===== config.mk =====
export PLATFORM = sky130hd
export DESIGN_NAME = sample_pacer
export DESIGN_NICKNAME = d
export VERILOG_FILES = /design/src/rtl/pacer_pkg.sv /design/src/rtl/pacer_ctrl.sv /design/src/rtl/pacer_datapath.sv /design/src/rtl/sample_pacer.sv
export SDC_FILE = /design/constraint.sdc
export NUM_CORES = 1
export LEC_CHECK = 0
export BUFFER_PORTS_ARGS = -buffer_cell sky130_fd_sc_hd__buf_2
export CELL_PAD_IN_SITES_DETAIL_PLACEMENT = 0
export CELL_PAD_IN_SITES_GLOBAL_PLACEMENT = 1
export CORE_MARGIN = 2
export CORE_UTILIZATION = 32
export CTS_BUF_LIST = sky130_fd_sc_hd__clkbuf_8
export CTS_CLUSTER_SIZE = 10
export DETAILED_ROUTE_END_ITERATION = 10
export PLACE_DENSITY = 0.79
export SYNTH_ARGS = -nofsm -noshare
export SYNTH_HDL_FRONTEND = slang
export SYNTH_SLANG_ARGS = --single-unit
export TNS_END_PERCENT = 100

===== constraint.sdc =====
create_clock -name clk -period 1.3 [get_ports clk]
set_input_delay 0.195 -clock clk [delete_from_list [all_inputs] [get_ports clk]]
set_output_delay 0.195 -clock clk [all_outputs]
set_load 0.01 [all_outputs]

===== src/rtl/pacer_pkg.sv =====
package pacer_pkg;

  // Strobes from the control half to the sample datapath.
  typedef struct packed {
    logic latch;      // accepted output request this cycle
    logic periodEnd;  // final cycle of the current sample period
  } pacerCtrl_t;

endpackage


===== src/rtl/pacer_ctrl.sv =====
module pacer_ctrl
  import pacer_pkg::*;
#(
  parameter int PERIOD = 750
) (
  input  logic       clk,
  input  logic       rst,
  input  logic       outStrobe,
  input  logic       irqSet,
  input  logic       irqClr,
  output pacerCtrl_t ctrl,
  output logic       stall,
  output logic       irqFlag
);

  localparam int CNT_W = (PERIOD > 1) ? $clog2(PERIOD) : 1;
  localparam logic [CNT_W-1:0] LAST_COUNT = CNT_W'(PERIOD - 1);

  logic [CNT_W-1:0] periodCount;
  logic             lastCycle;
  logic             accept;
  logic             stallQ;
  logic             irqQ;

  assign lastCycle = (periodCount == LAST_COUNT);
  assign accept    = outStrobe && !stallQ;

  // Free-running period counter, independent of the stall.
  always_ff @(posedge clk) begin
    if (rst)            periodCount <= '0;
    else if (lastCycle) periodCount <= '0;
    else                periodCount <= periodCount + 1'b1;
  end

  // Stall: set by an accepted output, released at the period wrap.
  always_ff @(posedge clk) begin
    if (rst)            stallQ <= 1'b0;
    else if (lastCycle) stallQ <= 1'b0;
    else if (accept)    stallQ <= 1'b1;
  end

  // Interrupt flag: the program sets it, the host clears it, and a set wins.
  always_ff @(posedge clk) begin
    if (rst)         irqQ <= 1'b0;
    else if (irqSet) irqQ <= 1'b1;
    else if (irqClr) irqQ <= 1'b0;
  end

  always_comb begin
    ctrl           = '0;
    ctrl.latch     = accept;
    ctrl.periodEnd = lastCycle;
  end

  assign stall   = stallQ;
  assign irqFlag = irqQ;

endmodule


===== src/rtl/pacer_datapath.sv =====
module pacer_datapath
  import pacer_pkg::*;
#(
  parameter int HALF_W = 8
) (
  input  logic                  clk,
  input  logic                  rst,
  input  pacerCtrl_t            ctrl,
  input  logic [2*HALF_W-1:0]   sampleIn,
  input  logic                  underrunClr,
  output logic [HALF_W-1:0]     dacLeft,
  output logic [HALF_W-1:0]     dacRight,
  output logic                  dacStrobe,
  output logic                  underrunFlag
);

  logic [HALF_W-1:0] leftQ;
  logic [HALF_W-1:0] rightQ;
  logic              strobeQ;
  logic              emittedQ;
  logic              underrunQ;
  logic              missedPeriod;

  // Converter registers change only on an accepted output.
  always_ff @(posedge clk) begin
    if (rst) begin
      leftQ  <= '0;
      rightQ <= '0;
    end else if (ctrl.latch) begin
      leftQ  <= sampleIn[2*HALF_W-1:HALF_W];
      rightQ <= sampleIn[HALF_W-1:0];
    end
  end

  always_ff @(posedge clk) begin
    if (rst) strobeQ <= 1'b0;
    else     strobeQ <= ctrl.latch;
  end

  // Tracks whether the current period has delivered a sample.
  always_ff @(posedge clk) begin
    if (rst)                 emittedQ <= 1'b0;
    else if (ctrl.periodEnd) emittedQ <= 1'b0;
    else if (ctrl.latch)     emittedQ <= 1'b1;
  end

  assign missedPeriod = ctrl.periodEnd && !(emittedQ || ctrl.latch);

  always_ff @(posedge clk) begin
    if (rst)               underrunQ <= 1'b0;
    else if (missedPeriod) underrunQ <= 1'b1;
    else if (underrunClr)  underrunQ <= 1'b0;
  end

  assign dacLeft      = leftQ;
  assign dacRight     = rightQ;
  assign dacStrobe    = strobeQ;
  assign underrunFlag = underrunQ;

endmodule


===== src/rtl/sample_pacer.sv =====
module sample_pacer
  import pacer_pkg::*;
#(
  parameter int PERIOD = 750,
  parameter int HALF_W = 8
) (
  input  logic                clk,
  input  logic                rst,
  input  logic                outStrobe,
  input  logic                irqSet,
  input  logic [2*HALF_W-1:0] sampleIn,
  input  logic                irqClr,
  input  logic                underrunClr,
  output logic                stall,
  output logic [HALF_W-1:0]   dacLeft,
  output logic [HALF_W-1:0]   dacRight,
  output logic                dacStrobe,
  output logic                irqFlag,
  output logic                underrunFlag
);

  pacerCtrl_t ctrlBus;

  pacer_ctrl #(.PERIOD(PERIOD)) uCtrl (
    .clk       (clk),
    .rst       (rst),
    .outStrobe (outStrobe),
    .irqSet    (irqSet),
    .irqClr    (irqClr),
    .ctrl      (ctrlBus),
    .stall     (stall),
    .irqFlag   (irqFlag)
  );

  pacer_datapath #(.HALF_W(HALF_W)) uData (
    .clk          (clk),
    .rst          (rst),
    .ctrl         (ctrlBus),
    .sampleIn     (sampleIn),
    .underrunClr  (underrunClr),
    .dacLeft      (dacLeft),
    .dacRight     (dacRight),
    .dacStrobe    (dacStrobe),
    .underrunFlag (underrunFlag)
  );

endmodule


After elaboration in Yosys (flattened, before gate mapping)
Cells that the tools add are included.
Word-level totals
  output and inout port bits: 20
  bits in registers: 30
  input port bits: 22
  logic and storage cells: 21
Cells by class
  add/sub/neg operators: 1
  equal/unequal tests: 1
  mux-type cells: 4
  reduce and logical (&&, ||, !) cells: 8
Operators by type and width (count)
  adder 10 x 1 -> 10 bit (second input constant): 1
  equality test 10 bit (second input constant): 1
  2-to-1 mux 1 bit: 4
  nonzero test 2 bit: 2
  logical AND 1 bit: 2
  zero test 1 bit: 2
  OR reduction 2 bit: 1
  logical OR 1 bit: 1

Logic depth before layout (Yosys ltp)
  word-level depth: 6
  mapped depth: 5
  gate-level depth less buffers: 5

Modules after synthesis
Synthesis repeated with hierarchy kept, for this count alone.
Second synthesis, totals
  cell total of the unflattened synthesis: 122
  area, all modules: 1202.4 um2
Modules (own cells, without submodules)
  pacer_datapath: instances 1, area an instance 663.1 um2, seq. area each 380.4 um2, cells each 61
  pacer_ctrl: instances 1, area an instance 539.3 um2, seq. area each 240.2 um2, cells each 61

Worst setup path before layout
OpenSTA, ideal clock, no wires.
  kind: flip-flop to flip-flop
  from: register uCtrl.periodCount[0]
  to: register uData.underrunQ, in the netlist uData.underrunFlag
  data required time: 1.229 ns
  path slack: 0.008 ns
  library setup time: 0.071 ns
  arrival time: 1.222 ns
  period minus slack after synthesis: 1.292 ns
  buffers on the path: 0
  stages on the path, launching flop included: 5
  path through: dfxtp_1 > ha_1 > nand4_2 > or4_1 > a21oi_1
Between the ends
  word-level cells in the longest chain between the ends: 3
  elaborated cells between the ends (all ways): 4
Ends and longest elaborated chain
  from (decl): RTL line pacer_ctrl.sv:19  | logic [CNT_W-1:0] periodCount;
  from (signal assigned): RTL line pacer_ctrl.sv:32  | else periodCount <= periodCount + 1'b1;
  equality test 10 bit (*): RTL line pacer_ctrl.sv:25  | assign lastCycle = (periodCount == LAST_COUNT);
  logical AND 1 bit (*): RTL line pacer_datapath.sv:47  | assign missedPeriod = ctrl.periodEnd && !(emittedQ || ctrl.latch);
  2-to-1 mux 1 bit / nonzero test 2 bit (equally long branches)
  to (signal assigned): RTL line pacer_datapath.sv:50  | if (rst) underrunQ <= 1'b0;
  to (signal assigned): RTL line pacer_datapath.sv:51  | else if (missedPeriod) underrunQ <= 1'b1;
  to (signal assigned): RTL line pacer_datapath.sv:52  | else if (underrunClr) underrunQ <= 1'b0;
  to (decl): RTL line pacer_datapath.sv:21  | logic underrunQ;
Every way passes the cells marked *; elsewhere a longest branch is shown, timed or not.
A chain may end at the register's enable or synchronous reset.

Final worst setup path
  from: register uCtrl.periodCount[1]
  to: register uData.underrunQ, in the netlist uData.underrunFlag
The elaborated chain is that of the path after synthesis.

==> results list <==
* Detailed placement HPWL: about 1.9 mm
- No sink is reached through more buffers than the 2 on the longest clock path.
- In the final layout, flip-flops and latches occupy 608 sq um.
- Port buffering added 41 buffers.
- The startpoint identified for the worst register-to-register timing path is uCtrl.periodCount[1]$_SDFF_PP0_.
- CP endpoint kind: flip-flop
- After detailed routing, the number of vias per cell comes to 4.48.
* Status: complete, no violations
- Global-route congestion overflow total: 0
- Clk slew on worst S/H paths: 0.06 ns
* Peak supply drop: 645 uV
- Of the total power, the share spent switching nets is 24.1%.
* Number of sinks handled by clock tree synthesis: 30
- Fraction of layout instances using a drive strength above 1: between 40% and 50%
- Critical path endpoint: uData.underrunFlag$_SDFFE_PP0P_
- Post-DR wirelength/cell: 10.5 microns
- In the post-synthesis netlist, the cell with the most instances is sky130_fd_sc_hd__nand2_1.
- Final hold analysis gives a worst-case slack of 0.126 ns.
- The multi-input combinational cells in the finished layout cover a total of 532 sq um.
- For this run, the top clock speed supported by timing is 791 MHz.
- Count of final hold-check violations: 0
* Chip Height: 63.6 microns
- Count of TritonRoute iterations in the first routing pass: 4
- Counting the fill cells in the layout gives 364.
- In this run the mean area of a mapped cell was approximately 8.6 sq um.
* Reg2reg path depth: 5
* Post-Syn Area: 1140 sq um
* Time the worst path needs with I/O delays and setup: about 1.3 ns
- By area the synthesized netlist is led by sky130_fd_sc_hd__dfxtp_1, sky130_fd_sc_hd__nand2_1, sky130_fd_sc_hd__a21oi_1, sky130_fd_sc_hd__nor2_1, sky130_fd_sc_hd__xor2_1.
- Total Nets Final: 216
* DRC errors left: 0
- For this run, asynchronously set or reset flops after synthesis account for 0%.
* Clock tree from TritonCTS: yes
- End of the worst register-to-register path: uData.underrunFlag$_SDFFE_PP0P_
- Number of nets still failing antenna checks after routing: 0
- The worst setup path is launched from a flip-flop.
* Number of maximum-capacitance violations: 0
* Top-Level Pins: 42
- Static leakage: ~0.00073 uW
- Dominant register cell in the synthesized netlist: sky130_fd_sc_hd__dfxtp_1
* Critical path data arrival time: 1.48 ns
- For the pin with the worst max-slew slack, the measured transition is about 0.23 ns.
- Clock insertion delay at the later pin of the skew report: around 0.27 ns
- Cell area after placement: 1490 sq um
* Worst slew margin relative to its limit: a little over four fifths
- Die width: 63.6 microns
- GPL Wtd Cong: 0.716
* Total count of max-transition violations in the final report: 0
- Cell count of the worst hold path: 3
- Internal portion of total power: 1440 uW
- Number of rows created at floorplan: 21
- The commonest cells after synthesis are sky130_fd_sc_hd__nand2_1, sky130_fd_sc_hd__dfxtp_1, sky130_fd_sc_hd__a21oi_1.
- The die covers 4050 sq um.
* Reg2reg setup slack: 0.04 ns
- Maximum number of pins on one net before global-route repair: 22
* Setup repair after global routing missed its margin: yes
- The first global-routing pass estimated 4.28 mm of wire.
* All-Layer GR Usage: ~14%
- Summing the sequential cell areas from Yosys gives 52.8% of the chip area.
* Number of distinct library cell variants in the gate-level netlist after synthesis: 23
- Final worst clock skew: approximately 0.0029 ns
* Library cell occupying the most area in the post-synthesis netlist: sky130_fd_sc_hd__dfxtp_1
- Sequential share of power: between 50 and 60%
- The tree is rooted in a sky130_fd_sc_hd__clkbuf_8.
- Summed over all layers, the routed wires come to 2.51 mm.
- After the first detailed-routing iteration, the DRC count stood at 33.
- Of the available clock period, the critical path in the final layout requires 97.2%.
* Switching pwr: 458 uW
- The most critical setup path has its startpoint at uCtrl.periodCount[1]$_SDFF_PP0_.
- Syn nets: 157
- Required time at the endpoint of the critical path: 1.52 ns
* Number of synthesized register bits: 30
* Via count of the first global-routing pass: 1,022
- After synthesis, the largest area contributor takes up 52.8% of total cell area.
- In the synthesized netlist, the number of instances is 133.
- Biggest fanout along the worst timing path: 4
- Per report_power, the clock group accounts for 35.3% of the total.
- Power per Cell Area: 1170 nW/um^2
- Part of the power in combinational logic: between 10 and 15%
* Number of flops mapped to enable cells by yosys: 0
- Synthesis Warnings: 0
* Area of all placed cells without fillers: 1620 sq um
* Initial cell density of the core: ~34%
* Placeable core area: between 3000 and 4000 sq um
- Detailed routing inserted a total of about 1,100 vias.
- Setup violations remaining at the end of the flow were counted as 0.
- Antenna violations before repair: 0
- Relative to the synthesized area, the layout overhead comes to 42.5%.
- Antenna diode count: 0
- In this run the worst hold path is classified as in2reg.
- The H-tree was split into 2 levels.
* Total CTS buffers: 5
* Crit Path Category: reg2reg
-- routing by layer --
| metal | global-route usage [%] | wire (microns) |
|---|---|---|
| met5 | 0 | 0 |
| met4 | 5.71 | 40 |
| met3 | 5.18 | 162 |
| met2 | 23.4 | 1230 |
| met1 | 15.0 | 1080 |
-- flip-flops by register name (all words and copies together), names as in the netlist --
register and cells:
uData.dacRight 8, uCtrl.irqFlag 1, uData.underrunFlag 1, uData.dacStrobe 1, uCtrl.periodCount 10, uData.dacLeft 8, uCtrl.stall 1
-- worst max-delay path: stages (launching register included) --
cell	delay [ns]
sky130_fd_sc_hd__dfxtp_2	0.34
sky130_fd_sc_hd__inv_2	0.05
sky130_fd_sc_hd__ha_2	0.18
sky130_fd_sc_hd__nand4_4	0.09
sky130_fd_sc_hd__or4_4	0.42
sky130_fd_sc_hd__a21oi_2	0.13
-- logic make-up (layout without fill, tap and decap cells) --
group / Yosys count / after routing / synth area share, %
DFF: 30 / 30 / 52.8
AOI/OAI and AO/OA: 22 / 22 / 10.7
buffers and inverters: 9 / 68 / 3.19
and+or+nand+nor: 64 / 64 / 26.5
adders and majority gates: 2 / 2 / 2.20
xor gates and xnor gates: 6 / 6 / 4.62
-- metrics by stage --
stage	total power (uW)	setup slack, ns	instances	setup TNS [ns]	util (%)
global placement	1230	0.0447	229	0	44.2
finish	1900	0.0359	238	0	48.2
global route	2020	-0.0239	238	-0.0239	48.2
floorplan	1130	0.00786	133	0	-
CTS	1930	0.0111	236	0	46.7
detailed placement	1240	-0.0237	229	-0.0237	44.2
-- cells in the final DEF (no fill, tap or decap), drive strengths merged --
master | Yosys | layout
buf | 2 | 58
nand2 | 35 | 35
dfxtp | 30 | 30
a21oi | 18 | 18
nor2 | 13 | 13
clkbuf | 4 | 5
xor2 | 4 | 4
nand3 | 4 | 4
nand4 | 4 | 4
clkinv | 1 | 3
xnor2 | 2 | 2
nand2b | 2 | 2
a31oi | 2 | 2
inv | 2 | 2
nor2b | 2 | 2
or4 | 2 | 2
ha | 2 | 2
and2 | 1 | 1
o21bai | 1 | 1
o211ai | 1 | 1
or3 | 1 | 1
-- power by group through the flow --
stage / registers (uW) / logic [uW] / clock network, uW
after global placement: 1010 / 222 / 0
after floorplan: 1030 / 91.3 / 0
after CTS: 995 / 229 / 708
after global routing: 1010 / 255 / 757
after detailed placement: 1010 / 228 / 0
final: 998 / 231 / 669
-- how the worst min path moves through the flow --
stage,to,start
finish,uCtrl.irqFlag$_SDFFE_PP0P_,irqSet
global route,uCtrl.irqFlag$_SDFFE_PP0P_,irqSet
CTS,uCtrl.irqFlag$_SDFFE_PP0P_,irqSet
detailed placement,uCtrl.irqFlag$_SDFFE_PP0P_,irqSet
global placement,uCtrl.irqFlag$_SDFFE_PP0P_,irqSet
floorplan,uCtrl.periodCount[7]$_SDFF_PP0_,rst
-- area by class of cell --
class | instances | area share, %
Multi-Input combinational cell | 94 | 32.8
Sequential cell | 30 | 37.5
Clock inverter | 2 | 0.618
Clock buffer | 5 | 4.25
Inverter | 3 | 0.695
Timing Repair Buffer | 58 | 20.5
Tap cell | 46 | 3.55
-- what timing repair did --
action / in CTS / in global routing
gates resized for setup: 2 / 12
hold buffers: 0 / 0
setup endpoints to repair: 1 / 2
endpoints found under the hold margin: 0 / 0
setup buffers: 0 / 2
pin swaps: 1 / 3
gates cloned: 0 / 0
Power figures use the tool's default switching activity.
